[config.mk]
export PLATFORM = sky130hd
export DESIGN_NAME = rimm_enc_top
export DESIGN_NICKNAME = d
export VERILOG_FILES = /design/src/rtl/rimm_pkg.sv /design/src/rtl/rimm_candidate.sv /design/src/rtl/rimm_expand.sv /design/src/rtl/rimm_search_ctl.sv /design/src/rtl/rimm_enc_top.sv
export SDC_FILE = /design/constraint.sdc
export NUM_CORES = 1
export LEC_CHECK = 0
export BUFFER_PORTS_ARGS = -buffer_cell sky130_fd_sc_hd__buf_2
export CAP_MARGIN = 20
export CORE_UTILIZATION = 32
export DETAILED_ROUTE_END_ITERATION = 16
export PLACE_DENSITY_LB_ADDON = 0.2
export SYNTH_ARGS = -nofsm -noshare
export SYNTH_HDL_FRONTEND = slang
export SYNTH_HIERARCHICAL = 1
export SYNTH_SLANG_ARGS = --single-unit
[constraint.sdc]
create_clock -name clk -period 1.9 [get_ports clk]
set_clock_uncertainty 0.1 [all_clocks]
set_input_delay 0.19 -clock clk [delete_from_list [all_inputs] [get_ports clk]]
set_output_delay 0.19 -clock clk [all_outputs]
set_load 0.02 [all_outputs]
[src/rtl/rimm_pkg.sv]
package rimm_pkg;
  localparam int unsigned DATA_W = 32;
  localparam int unsigned VAL_W  = 8;
  localparam int unsigned ROT_W  = 4;

  typedef enum logic {
    ST_IDLE = 1'b0,
    ST_SCAN = 1'b1
  } scan_state_e;
endpackage

[src/rtl/rimm_candidate.sv]
// Tests one rotate candidate: the constant fits at rotate r when rotating
// it left by 2*r leaves nothing above the low VAL_W bits.
module rimm_candidate #(
  parameter int unsigned DATA_W = rimm_pkg::DATA_W,
  parameter int unsigned VAL_W  = rimm_pkg::VAL_W,
  parameter int unsigned ROT_W  = rimm_pkg::ROT_W
) (
  input  logic [DATA_W-1:0] value_i,
  input  logic [ROT_W-1:0]  rot_i,
  output logic              hit_o,
  output logic [VAL_W-1:0]  val_o
);
  localparam int unsigned SH_W = ROT_W + 1;

  logic [SH_W-1:0]     shamt;
  logic [2*DATA_W-1:0] doubled;
  logic [DATA_W-1:0]   rolled;

  always_comb begin
    shamt   = {rot_i, 1'b0};
    doubled = {value_i, value_i} << shamt;
    rolled  = doubled[2*DATA_W-1:DATA_W];
    hit_o   = (rolled[DATA_W-1:VAL_W] == '0);
    val_o   = rolled[VAL_W-1:0];
  end
endmodule

[src/rtl/rimm_expand.sv]
// Turns a rotated immediate field back into its full-width value.
module rimm_expand #(
  parameter int unsigned DATA_W = rimm_pkg::DATA_W,
  parameter int unsigned VAL_W  = rimm_pkg::VAL_W,
  parameter int unsigned ROT_W  = rimm_pkg::ROT_W
) (
  input  logic [ROT_W+VAL_W-1:0] field_i,
  output logic [DATA_W-1:0]      value_o
);
  localparam int unsigned SH_W = ROT_W + 1;

  logic [SH_W-1:0]     shamt;
  logic [DATA_W-1:0]   widened;
  logic [2*DATA_W-1:0] doubled;

  always_comb begin
    shamt   = {field_i[ROT_W+VAL_W-1:VAL_W], 1'b0};
    widened = {{(DATA_W-VAL_W){1'b0}}, field_i[VAL_W-1:0]};
    doubled = {widened, widened} >> shamt;
    value_o = doubled[DATA_W-1:0];
  end
endmodule

[src/rtl/rimm_search_ctl.sv]
// Search sequencer: captures the constant, walks the rotate candidates from
// the lowest upward and holds the result until the next accepted start.
module rimm_search_ctl #(
  parameter int unsigned DATA_W = rimm_pkg::DATA_W,
  parameter int unsigned VAL_W  = rimm_pkg::VAL_W,
  parameter int unsigned ROT_W  = rimm_pkg::ROT_W
) (
  input  logic              clk,
  input  logic              rst_n,
  input  logic              start_i,
  input  logic [DATA_W-1:0] const_i,
  input  logic              cand_hit_i,
  input  logic [VAL_W-1:0]  cand_val_i,
  output logic [DATA_W-1:0] cand_value_o,
  output logic [ROT_W-1:0]  cand_rot_o,
  output logic              done_o,
  output logic              valid_o,
  output logic [ROT_W-1:0]  rot_o,
  output logic [VAL_W-1:0]  imm_o
);
  import rimm_pkg::*;

  localparam logic [ROT_W-1:0] LAST_ROT = {ROT_W{1'b1}};

  scan_state_e       state_q, state_d;
  logic [ROT_W-1:0]  step_q, step_d;
  logic [DATA_W-1:0] const_q;
  logic              done_q, done_d;
  logic              valid_q, valid_d;
  logic [ROT_W-1:0]  rot_q, rot_d;
  logic [VAL_W-1:0]  imm_q, imm_d;
  logic              accept;
  logic              res_en;

  always_comb begin
    state_d = state_q;
    step_d  = step_q;
    done_d  = done_q;
    valid_d = valid_q;
    rot_d   = rot_q;
    imm_d   = imm_q;
    accept  = 1'b0;
    res_en  = 1'b0;
    unique case (state_q)
      ST_IDLE: begin
        if (start_i) begin
          accept  = 1'b1;
          res_en  = 1'b1;
          state_d = ST_SCAN;
          step_d  = '0;
          done_d  = 1'b0;
          valid_d = 1'b0;
          rot_d   = '0;
          imm_d   = '0;
        end
      end
      ST_SCAN: begin
        if (cand_hit_i) begin
          res_en  = 1'b1;
          state_d = ST_IDLE;
          done_d  = 1'b1;
          valid_d = 1'b1;
          rot_d   = step_q;
          imm_d   = cand_val_i;
        end else if (step_q == LAST_ROT) begin
          res_en  = 1'b1;
          state_d = ST_IDLE;
          done_d  = 1'b1;
          valid_d = 1'b0;
          rot_d   = '0;
          imm_d   = '0;
        end else begin
          step_d = step_q + 1'b1;
        end
      end
      default: state_d = ST_IDLE;
    endcase
  end

  always_ff @(posedge clk or negedge rst_n) begin
    if (!rst_n) begin
      state_q <= ST_IDLE;
      step_q  <= '0;
    end else begin
      state_q <= state_d;
      step_q  <= step_d;
    end
  end

  always_ff @(posedge clk or negedge rst_n) begin
    if (!rst_n) begin
      const_q <= '0;
    end else if (accept) begin
      const_q <= const_i;
    end
  end

  always_ff @(posedge clk or negedge rst_n) begin
    if (!rst_n) begin
      done_q  <= 1'b0;
      valid_q <= 1'b0;
      rot_q   <= '0;
      imm_q   <= '0;
    end else if (res_en) begin
      done_q  <= done_d;
      valid_q <= valid_d;
      rot_q   <= rot_d;
      imm_q   <= imm_d;
    end
  end

  assign cand_value_o = const_q;
  assign cand_rot_o   = step_q;
  assign done_o       = done_q;
  assign valid_o      = valid_q;
  assign rot_o        = rot_q;
  assign imm_o        = imm_q;
endmodule

[src/rtl/rimm_enc_top.sv]
module rimm_enc_top #(
  parameter int unsigned DATA_W     = rimm_pkg::DATA_W,
  parameter int unsigned VAL_W      = rimm_pkg::VAL_W,
  parameter int unsigned ROT_W      = rimm_pkg::ROT_W,
  parameter int unsigned RST_STAGES = 2
) (
  input  logic                   clk,
  input  logic                   rst_n,
  input  logic                   start_i,
  input  logic [DATA_W-1:0]      const_i,
  output logic                   done_o,
  output logic                   valid_o,
  output logic [ROT_W-1:0]       rot_o,
  output logic [VAL_W-1:0]       imm_o,
  input  logic [ROT_W+VAL_W-1:0] xp_field_i,
  output logic [DATA_W-1:0]      xp_value_o
);
  logic [RST_STAGES-1:0] rst_sync_q;
  logic                  rst_core_n;
  logic [DATA_W-1:0]     cand_value;
  logic [ROT_W-1:0]      cand_rot;
  logic                  cand_hit;
  logic [VAL_W-1:0]      cand_val;

  // Assert asynchronously, release after RST_STAGES clean edges.
  always_ff @(posedge clk or negedge rst_n) begin
    if (!rst_n) begin
      rst_sync_q <= '0;
    end else begin
      rst_sync_q <= {rst_sync_q[RST_STAGES-2:0], 1'b1};
    end
  end
  assign rst_core_n = rst_sync_q[RST_STAGES-1];

  rimm_search_ctl #(.DATA_W(DATA_W), .VAL_W(VAL_W), .ROT_W(ROT_W)) u_ctl (
    .clk          (clk),
    .rst_n        (rst_core_n),
    .start_i      (start_i),
    .const_i      (const_i),
    .cand_hit_i   (cand_hit),
    .cand_val_i   (cand_val),
    .cand_value_o (cand_value),
    .cand_rot_o   (cand_rot),
    .done_o       (done_o),
    .valid_o      (valid_o),
    .rot_o        (rot_o),
    .imm_o        (imm_o)
  );

  rimm_candidate #(.DATA_W(DATA_W), .VAL_W(VAL_W), .ROT_W(ROT_W)) u_cand (
    .value_i (cand_value),
    .rot_i   (cand_rot),
    .hit_o   (cand_hit),
    .val_o   (cand_val)
  );

  rimm_expand #(.DATA_W(DATA_W), .VAL_W(VAL_W), .ROT_W(ROT_W)) u_expand (
    .field_i (xp_field_i),
    .value_o (xp_value_o)
  );
endmodule

Yosys cells after proc, flatten, opt, wreduce, memory -nomap -nowiden
Index checks and enable logic that the tools add are counted.

Word-level logic and storage cells: 46. Input bits: 47. Flip-flop bits (word level): 53.

Equal/unequal tests: 5. Shift operators: 2. Bitwise operators: 1. Add/subtract/negate cells: 1. Muxes and demuxes: 26. Reductions and logical operators: 3.

Operator list (number): $shl A64 B5 Y64 (1); $shr A40 B5 Y32 (1); $logic_not A24 Y1 (1); $mux W8 (3); $mux W4 (5); $pmux W4 S2 (2); $pmux W8 S2 (1); $mux W1 (11); $pmux W1 S2 (4); $ne A2 B2 Y1 const B (3); $reduce_and A3 Y1 (2); $add A4 B1 Y4 const B (1); $eq A4 B4 Y1 const B (1); $ne A3 B3 Y1 const B (1); $not A1 Y1 (1).

Logic depth before layout (Yosys ltp)
Gate-level depths: netlist of the first run.

Depth after elaboration: 5. Gate-level depth with buffers: 13. Mapped depth without buffers: 8.

Hierarchy
The synthesis of the first run kept the hierarchy.

By module, submodules not included: rimm_search_ctl (cells each 162, times used 1, sequential area each 1276.2 um^2, area each 2207.1 um^2); rimm_candidate (cells each 186, times used 1, sequential area each 0.0 um^2, area each 1437.6 um^2); rimm_expand (cells each 98, times used 1, sequential area each 0.0 um^2, area each 716.9 um^2); rimm_enc_top (cells each 3, times used 1, sequential area each 50.0 um^2, area each 53.8 um^2).

Least setup slack after synthesis of the first run
Ideal clock, no wire load.

Path type: flip-flop to flip-flop. From: register u_ctl.step_q[1] (netlist: u_ctl/cand_rot_o[1]). To: register u_ctl.step_q[1] (netlist: u_ctl/cand_rot_o[1]). Buffers on the path: 3. Library setup time: 129 ps. Stages on the path, launching flop included: 12. Arrival time: 2775 ps. Path slack: -1104 ps. Path through: dfrtp_1 -> buf_2 -> inv_2 -> buf_1 -> mux2i_1 -> o2111ai_1 -> a311o_1 -> a2111oi_2 -> and2b_1 -> buf_2 -> nand3_1 -> o21ai_0.

Longest elaborated chain between the ends: 4. Elaborated cells on any way between the ends: 10. Those cells by class: add/sub: 1; eq/ne: 3; shift: 1; mux: 3; reduce/logical: 2.

Ends and longest elaborated chain: start, declared (line rimm_search_ctl.sv:26) `logic [ROT_W-1:0] step_q, step_d;`; start signal, assigned (line rimm_search_ctl.sv:86) `step_q <= step_d;`; $shl A64 B5 Y64 (line rimm_candidate.sv:21) `doubled = {value_i, value_i} << shamt;`; $logic_not A24 Y1 (line rimm_candidate.sv:23) `hit_o = (rolled[DATA_W-1:VAL_W] == '0);`; via cand_hit (line rimm_enc_top.sv:22) `logic cand_hit;`; $ne A2 B2 Y1 (no line); $reduce_and A3 Y1 (no line).

The timed path passes the listed nets, and every way through them passes these cells. The select of a mux whose other input is x is not followed. A chain may end at the register's enable or synchronous reset.

Final worst setup path of the first run
From: register u_ctl.step_q[2] (netlist: u_ctl/cand_rot_o[2]). To: register u_ctl.imm_q[4] (netlist: u_ctl/imm_o[4]).

Elaborated cells on any way between the ends: 10. Those cells by class: eq/ne: 2; shift: 1; mux: 5; reduce/logical: 2.

RTL lines: $shl A64 B5 Y64 (line rimm_candidate.sv:21); via cand_val[4] (line rimm_enc_top.sv:23) `logic [VAL_W-1:0] cand_val;`; $mux W8 (line rimm_search_ctl.sv:58) `if (cand_hit_i) begin`; $pmux W8 S2 (line rimm_search_ctl.sv:44) `unique case (state_q)`; end signal, assigned (line rimm_search_ctl.sv:108) `imm_q <= imm_d;`; end, declared (line rimm_search_ctl.sv:31) `logic [VAL_W-1:0] imm_q, imm_d;`.

The timed path passes the listed nets, and every way through them passes these cells.

==> results of run 1 <==
[worst paths after layout]
check                                         start                endpoint  slack [ns]  depth (start not counted)
max in group asynchronous             rst_sync_q[1]  u_ctl/cand_value_o[18]        1.30                          1
min in group asynchronous                     rst_n           rst_sync_q[1]        0.08                          2
worst max register to register  u_ctl/cand_rot_o[2]          u_ctl/imm_o[4]       -0.98                         17
worst max-delay path            u_ctl/cand_rot_o[2]          u_ctl/imm_o[4]       -0.98                         17
worst min register to register        rst_sync_q[1]     u_ctl/cand_rot_o[3]        0.15                          1
worst min-delay path                     const_i[8]   u_ctl/cand_value_o[8]        0.01                          2
[routing by layer]
metal	vias up	part of all wire [%]	GRT usage, %
met2	187	46	32.7
met5	-	0	0
met4	0	2.3	6.56
li1	2073	-	-
met3	27	6.3	3.59
met1	2141	45	28.3
[what timing repair did]
item                                    in CTS  in global routing
hold buffers                                 3                  0
cloned                                       3                  0
gates resized for setup                     18                 20
buffers inserted                            17                  4
endpoints found under the setup margin      19                 19
hold endpoints to repair                     4                  0
pin swaps                                    6                  5
[per-stage QoR]
stage,total power [mW],cells,utilization [%],setup slack (ns)
after floorplan,6.11,449,-,-0.785
after global placement,8.82,781,42.8,-1.12
after detailed placement,8.81,781,42.8,-1.15
after CTS,10.7,811,46.1,-0.926
after global routing,11.8,815,47.0,-1.07
final,11.2,815,47.0,-0.983
[cells in the final DEF, fill, tap and decap left out, types with 4 or more instances in the layout]
master and n:
nand2b_1 7, buf_6 5, mux2i_1 20, buf_4 111
a22oi_1 12, nand2_1 28, nor2_1 39, nor3_1 19
dfrtp_1 50, mux2_2 27, mux2_4 32, mux2i_4 5
o22ai_1 5, nor4_1 5, inv_1 4, buf_12 4
mux4_2 9, o21ai_1 14, nor2b_1 10, nand4b_1 4
nand3_1 4, clkbuf_16 5, a211oi_1 6, buf_2 92
a21oi_1 23, o21ai_0 15, nor3_2 4
[layout make-up]
type / count / area share (%)
multi-input combinational: 355 / 47.9
timing repair buffer: 217 / 24.2
sequential: 53 / 21.2
tap: 176 / 3.51
clock buffer: 6 / 2.21
clock inverter: 2 / 0.599
inverter: 6 / 0.379
[logic make-up (layout without fill, tap and decap cells)]
| kind of cell | after synthesis | after routing | synth area share (%) |
|---|---|---|---|
| adders and majority gates | 1 | 1 | 0.283 |
| AOI/OAI and AO/OA | 111 | 111 | 17.2 |
| and+or+nand+nor | 146 | 147 | 17.3 |
| buffers and inverters | 42 | 231 | 6.35 |
| DFF | 53 | 53 | 30.0 |
| other | 1 | 1 | 0.0849 |
| muxes | 95 | 95 | 28.7 |
[registers in the layout (all words and copies together) (netlist names)]
name                count
rst_sync_q              2
u_ctl/rot_o             4
u_ctl/done_o            1
u_ctl/imm_o             8
u_ctl/cand_value_o     32
u_ctl/valid_o           1
u_ctl/state_q           1
u_ctl/cand_rot_o        4
[where the power goes]
part	internal, mW	switching (mW)	leakage [nW]
Clock	0.658	0.431	0.0831
Combinational	4.32	3.54	2.17
Sequential	1.58	0.623	0.651
==> metrics.md, run 1 <==
| Metric | Value |
|---|---|
| LEAKAGE | 2.90 nW |
| Synth top area cells | dfrtp_1, mux2_4, mux2_2, mux2i_1, mux4_2 |
| Worst path top cell family by delay | buffers and inverters |
| GRT Util Overall | roughly 20% |
| Worst endpoint data arrival time | between 3 and 4 ns |
| Number of global-route vias before repair | around 4,300 |
| Routability cong. | about 0.96 |
| Synth unique cells | 66 |
| Yosys top cell area share | roughly 30% |
| Share of layout cells above drive strength 1 | between 50% and 60% |
| Initial antenna violation count | 0 |
| Measured slew at the worst slew-check pin | 0.843 ns |
| FF/Latch Area | about 0.0013 mm² |
| Top-count cell post-synth | dfrtp_1 |
| CTS Buf Count | 5 |
| Worst path cell trace | buf_6 -> buf_16 -> mux2_2 -> mux2i_4 -> buf_4 -> buf_4 -> buf_4 -> buf_4 -> buf_4 -> buf_4 -> buf_4 -> buf_4 -> nor2_1 -> a21oi_2 -> a21oi_1 -> a22oi_1 -> o21ai_1 |
| PwrDens | between 1500 and 2000 mW/mm² |
| Final hold slack | 0.0103 ns |
| Global-route wire length before repair | roughly 23,000 µm |
| Final Hold Vio Count | 0 |
| Worst path max stage delay | 0.48 ns |
| Final period util | 152% |
| Setup TNS | -17.35 ns |
| Kind of critical path | flop to flop |
| Synth Register Bits | 53 |
| Clock Latency Late Sink | between 0.3 and 0.4 ns |
| Most numerous cell on the critical path | buf_4 |
| Setup WS post-layout | -0.983 ns |
| Total congestion overflow | 0 |
| Area Growth Syn to Fin | 42.0% |
| Asr flop ratio synth | 100% |
| Worst Path Required | between 2 and 2.5 ns |
| RSZ-0062 raised after global routing | true |
| Setup-failing EPs final | 19 |
| Area of the multi-input gates | about 0.0030 mm² |
| Design Area, Final | about 0.0063 mm² |
| Core area | 0.0133 mm² |
| Crit path time final | 2.88 ns |
| Slew HR | between 40% and 50% |
| Fmax | 347 MHz |
| Die area | approximately 0.014 mm² |
| Clock-pin slew of the registers on the worst-case setup and hold paths | approximately 0.07 ns |
| Yosys Warn Count | 6 |
| Mapped Area | 0.00442 mm² |
| Peak VDD IR | 0.684 mV |
| Top FF cell, synth | dfrtp_1 |
| Initial Utilization | between 30% and 40% |
| Top-level I/O count | 93 |
| Root Buffer | clkbuf_16 |
| Placed wire-length estimate | 10,700 µm |
| Worst path slowest cell | dfrtp_2 |
| CP max FO | 9 |
| CP endpoint kind | flop |
| Post-Synthesis Cells | approximately 450 |
| Syn_nets | 497 |
| Max-cap violations | 0 |
| Htree depth | 2 |
| Final-layout fill cell count | about 1,300 |
| Initial DRC Count | about 400 |
| Pins over their slew limit | 0 |
| Worst min path class | input port to flop |
| ANT nets after route | 0 |
| Status | finished, violations left |
| DRC errors left | 0 |
| Post-synth top cells | dfrtp_1, nor2_1, mux2_2, nand2_1, o21ai_0 |
| Routed vias | about 4,400 |
| Final nets | a little under 700 |
| WL/cell | around 18 µm |
| Die Ht | 119 µm |
| TritonCTS clock tree | built |
| Type of origin of the critical path | flop |
| Part of the Yosys area used for sequential elements | a little under a third |
| Chip width | between 100 and 150 µm |
| CP bufs+invs | 10 |
| DR vias/cell | roughly 5.4 |
| Buffers on Ports | 92 |
| Antenna fix cells | 0 |
| Post-synthesis area per instance | roughly 9.8 µm² |
| Largest area contributor in the netlist | dfrtp_1 |
| Post-synth EDFFs | 0 |
| Total Wirelength | 14,500 µm |
| Cell Rows | 42 |
| Drt first pass iters | 5 |
| Max Buffers Root-to-Sink | 2 |
| Largest net degree at the start of global routing | 52 |
| DP Area | roughly 0.0057 mm² |
| Sink Count | 53 |
| Failing checks | setup timing |
(Power assumes the default switching activity.)
==> run 2: changes to the inputs <==
--- a/config.mk
+++ b/config.mk
@@ -10,6 +10,7 @@
 export CORE_UTILIZATION = 32
 export DETAILED_ROUTE_END_ITERATION = 16
 export PLACE_DENSITY_LB_ADDON = 0.2
+export SETUP_SLACK_MARGIN = 0.15
 export SYNTH_ARGS = -nofsm -noshare
 export SYNTH_HDL_FRONTEND = slang
 export SYNTH_HIERARCHICAL = 1
==> metrics.md, run 2 (same netlist as run 1, synthesis figures left out) <==
| Metric | Value |
|---|---|
| Status | finished, violations left |
| Failing checks | setup timing |
| Peak VDD IR | ~0.65 mV |
| Type of origin of the critical path | flop |
| Area Growth Syn to Fin | 36.5% |
| Max-cap violations | 0 |
| Fin util | a little under half |
| Worst min path class | input port to flop |
| Sequential share of power | about a fifth |
| Antenna fix cells | 0 |
| RSZ-0062 raised after global routing | true |
| CP max FO | 18 |
| CTS Buf Count | 5 |
| Top-level I/O count | between 90 and 100 |
| Max Buffers Root-to-Sink | 2 |
| Clock network fraction of design power | about a tenth |
| Final nets | 671 |
| Flop2flop setup slack | -0.95 ns |
| Htree depth | 2 |
| Terminus of the critical flop-to-flop path | u_ctl/imm_o[0] |
| PwrDens | roughly 1700 mW/mm² |
| Switching part of the total | slightly above 40% |
| Routed wl met2 | 6440 µm |
| Worst path cell trace | buf_12 -> mux2_4 -> a2111oi_4 -> o2111ai_1 -> a311o_1 -> a2111oi_4 -> buf_4 -> and2_4 -> buf_12 -> a22oi_1 -> o21ai_1 |
| Final Hold Vio Count | 0 |
| Kind of critical path | flop to flop |
| GRT Util Overall | about a fifth |
| Slew HR | a little over two fifths |
| Worst reg2reg path depth | 11 |
| Design Area, Final | 0.00603 mm² |
| Final period util | 150% |
| Worst endpoint data arrival time | between 2 and 3 ns |
| Share of layout cells above drive strength 1 | slightly below 50% |
| Routability cong. | 0.960 |
| Setup WS post-layout | -0.945 ns |
| Routed vias | ~4,300 |
| Crit path time final | ~2.8 ns |
| TritonCTS clock tree | built |
| Final-layout fill cell count | around 1,300 |
| Highest routed layer | met4 |
| Area of the multi-input gates | roughly 0.0029 mm² |
| WHS Endpoint | u_ctl/cand_value_o[8] |
| Worst r2r src | u_ctl/cand_rot_o[2] |
| Initial DRC Count | around 320 |
| Measured slew at the worst slew-check pin | 0.850 ns |
| Metal-1 WL | about 6600 µm |
| Largest net degree at the start of global routing | 52 |
| FF/Latch Area | 0.00133 mm² |
| Pins over their slew limit | 0 |
| Drt first pass iters | 5 |
| Chip width | ~120 µm |
| Comb pwr share | 67.9% |
| Fmax | about 350 MHz |
| Total congestion overflow | 0 |
| Die Ht | ~120 µm |
| DR vias/cell | roughly 5.4 |
| Worst Path Required | about 2 ns |
| Setup-failing EPs final | 19 |
| Core area | between 0.01 and 0.015 mm² |
| Largest register FFs | 32 |
| LEAKAGE | between 2 and 3 nW |
| Initial Utilization | between 30 and 40% |
| Buffers on Ports | ~90 |
| Cell Rows | 42 |
| Sink Count | 53 |
| Most common cell after layout, fill and taps aside | buf_4 |
| Clock Latency Late Sink | 0.31 ns |
| CP endpoint kind | flop |
| Initial antenna violation count | 0 |
| Worst Hold Depth | 2 |
| Final hold slack | between 0.01 and 0.015 ns |
| Switching Power | roughly 4.2 mW |
| Hold Crit Start | const_i[8] |
| WL/cell | 17.4 µm |
| Worst path max stage delay | approximately 0.46 ns |
| Root Buffer | clkbuf_16 |
| Number of global-route vias before repair | roughly 4,200 |
| DRC errors left | 0 |
| Pint | about 6.0 mW |
| WL met3 | approximately 660 µm |
| DP Area | ~0.0057 mm² |
| ANT nets after route | 0 |
| Worst path slowest cell | dfrtp_2 |
| Die area | approximately 0.014 mm² |
| Total Wirelength | about 14,000 µm |
| Clock-pin slew of the registers on the worst-case setup and hold paths | around 0.070 ns |
| Most frequent cells in the layout | buf_4, buf_2, dfrtp_1, nor2_1, mux2_4 |
| Global-route wire length before repair | 22,400 µm |
| Placed wire-length estimate | roughly 11,000 µm |
[run 2: changes by cell type in the layout (fill, tap and decap cells not counted), sizes merged]
cell,delta
inv,+1
and2,-1
buf,-17
clkinv,-1
and2b,+1
clkbuf,+2
[run 2: how the worst max path moves through the flow]
stage	startpoint	to	slack, ns
2_1_floorplan	u_ctl/cand_rot_o[2]	u_ctl/imm_o[3]	-0.78
3_3_place_gp	u_ctl/cand_rot_o[1]	u_ctl/imm_o[0]	-1.12
3_5_place_dp	u_ctl/cand_rot_o[1]	u_ctl/imm_o[0]	-1.15
4_1_cts	u_ctl/cand_rot_o[2]	u_ctl/imm_o[4]	-0.92
5_1_grt	u_ctl/cand_rot_o[2]	u_ctl/imm_o[1]	-1.09
6_report	u_ctl/cand_rot_o[2]	u_ctl/imm_o[0]	-0.95
[run 2: metrics by stage]
| step | std cells | TNS, ns | total power, mW | worst slack, ns |
|---|---|---|---|---|
| 6_report | 800 | -17.23 | 10.2 | -0.945 |
| 5_1_grt | 800 | -19.74 | 10.8 | -1.09 |
| 4_1_cts | 800 | -16.92 | 10.2 | -0.923 |
| 3_5_place_dp | 781 | -20.67 | 8.81 | -1.15 |
| 3_3_place_gp | 781 | -19.90 | 8.82 | -1.12 |
| 2_1_floorplan | 449 | -13.34 | 6.11 | -0.785 |
[run 2: critical path: cells and delay by family (launching register included)]
| kind | cells | cell delay [ns] |
|---|---|---|
| AO/OA/AOI/OAI | 6 | 1.20 |
| buffers and inverters | 3 | 0.49 |
| flip-flops | 1 | 0.46 |
| multiplexers | 1 | 0.35 |
| AND/OR/NAND/NOR | 1 | 0.15 |
[run 2: cell type report]
cell class,instances,share of cell area (%)
multi-input cells,355,48.3
repair buffers,202,22.6
flip-flops and latches,53,22.1
well taps,176,3.65
clock buffers,6,2.30
clock inverters,2,0.623
inverters,6,0.374
[run 2: metal layers]
layer,vias to the layer above,GRT usage (%)
li1,2049,-
met1,2081,27.9
met2,142,31.6
met3,21,3.26
met4,0,6.25
met5,-,0
[run 2: timing repair]
action,in CTS,in global routing
endpoints found under the hold margin,4,0
pin swaps,2,1
gates cloned,1,0
setup buffers,7,0
hold buffers,3,0
endpoints found under the setup margin,19,34
resized for setup,11,4
[run 2: power by group through the flow]
stage / sequential (mW) / combinational (mW) / clock, mW
floorplan: 2.15 / 3.96 / 0
global placement: 2.22 / 6.60 / 0
detailed placement: 2.21 / 6.60 / 0
CTS: 2.19 / 6.85 / 1.13
global route: 2.25 / 7.42 / 1.16
finish: 2.18 / 6.92 / 1.09
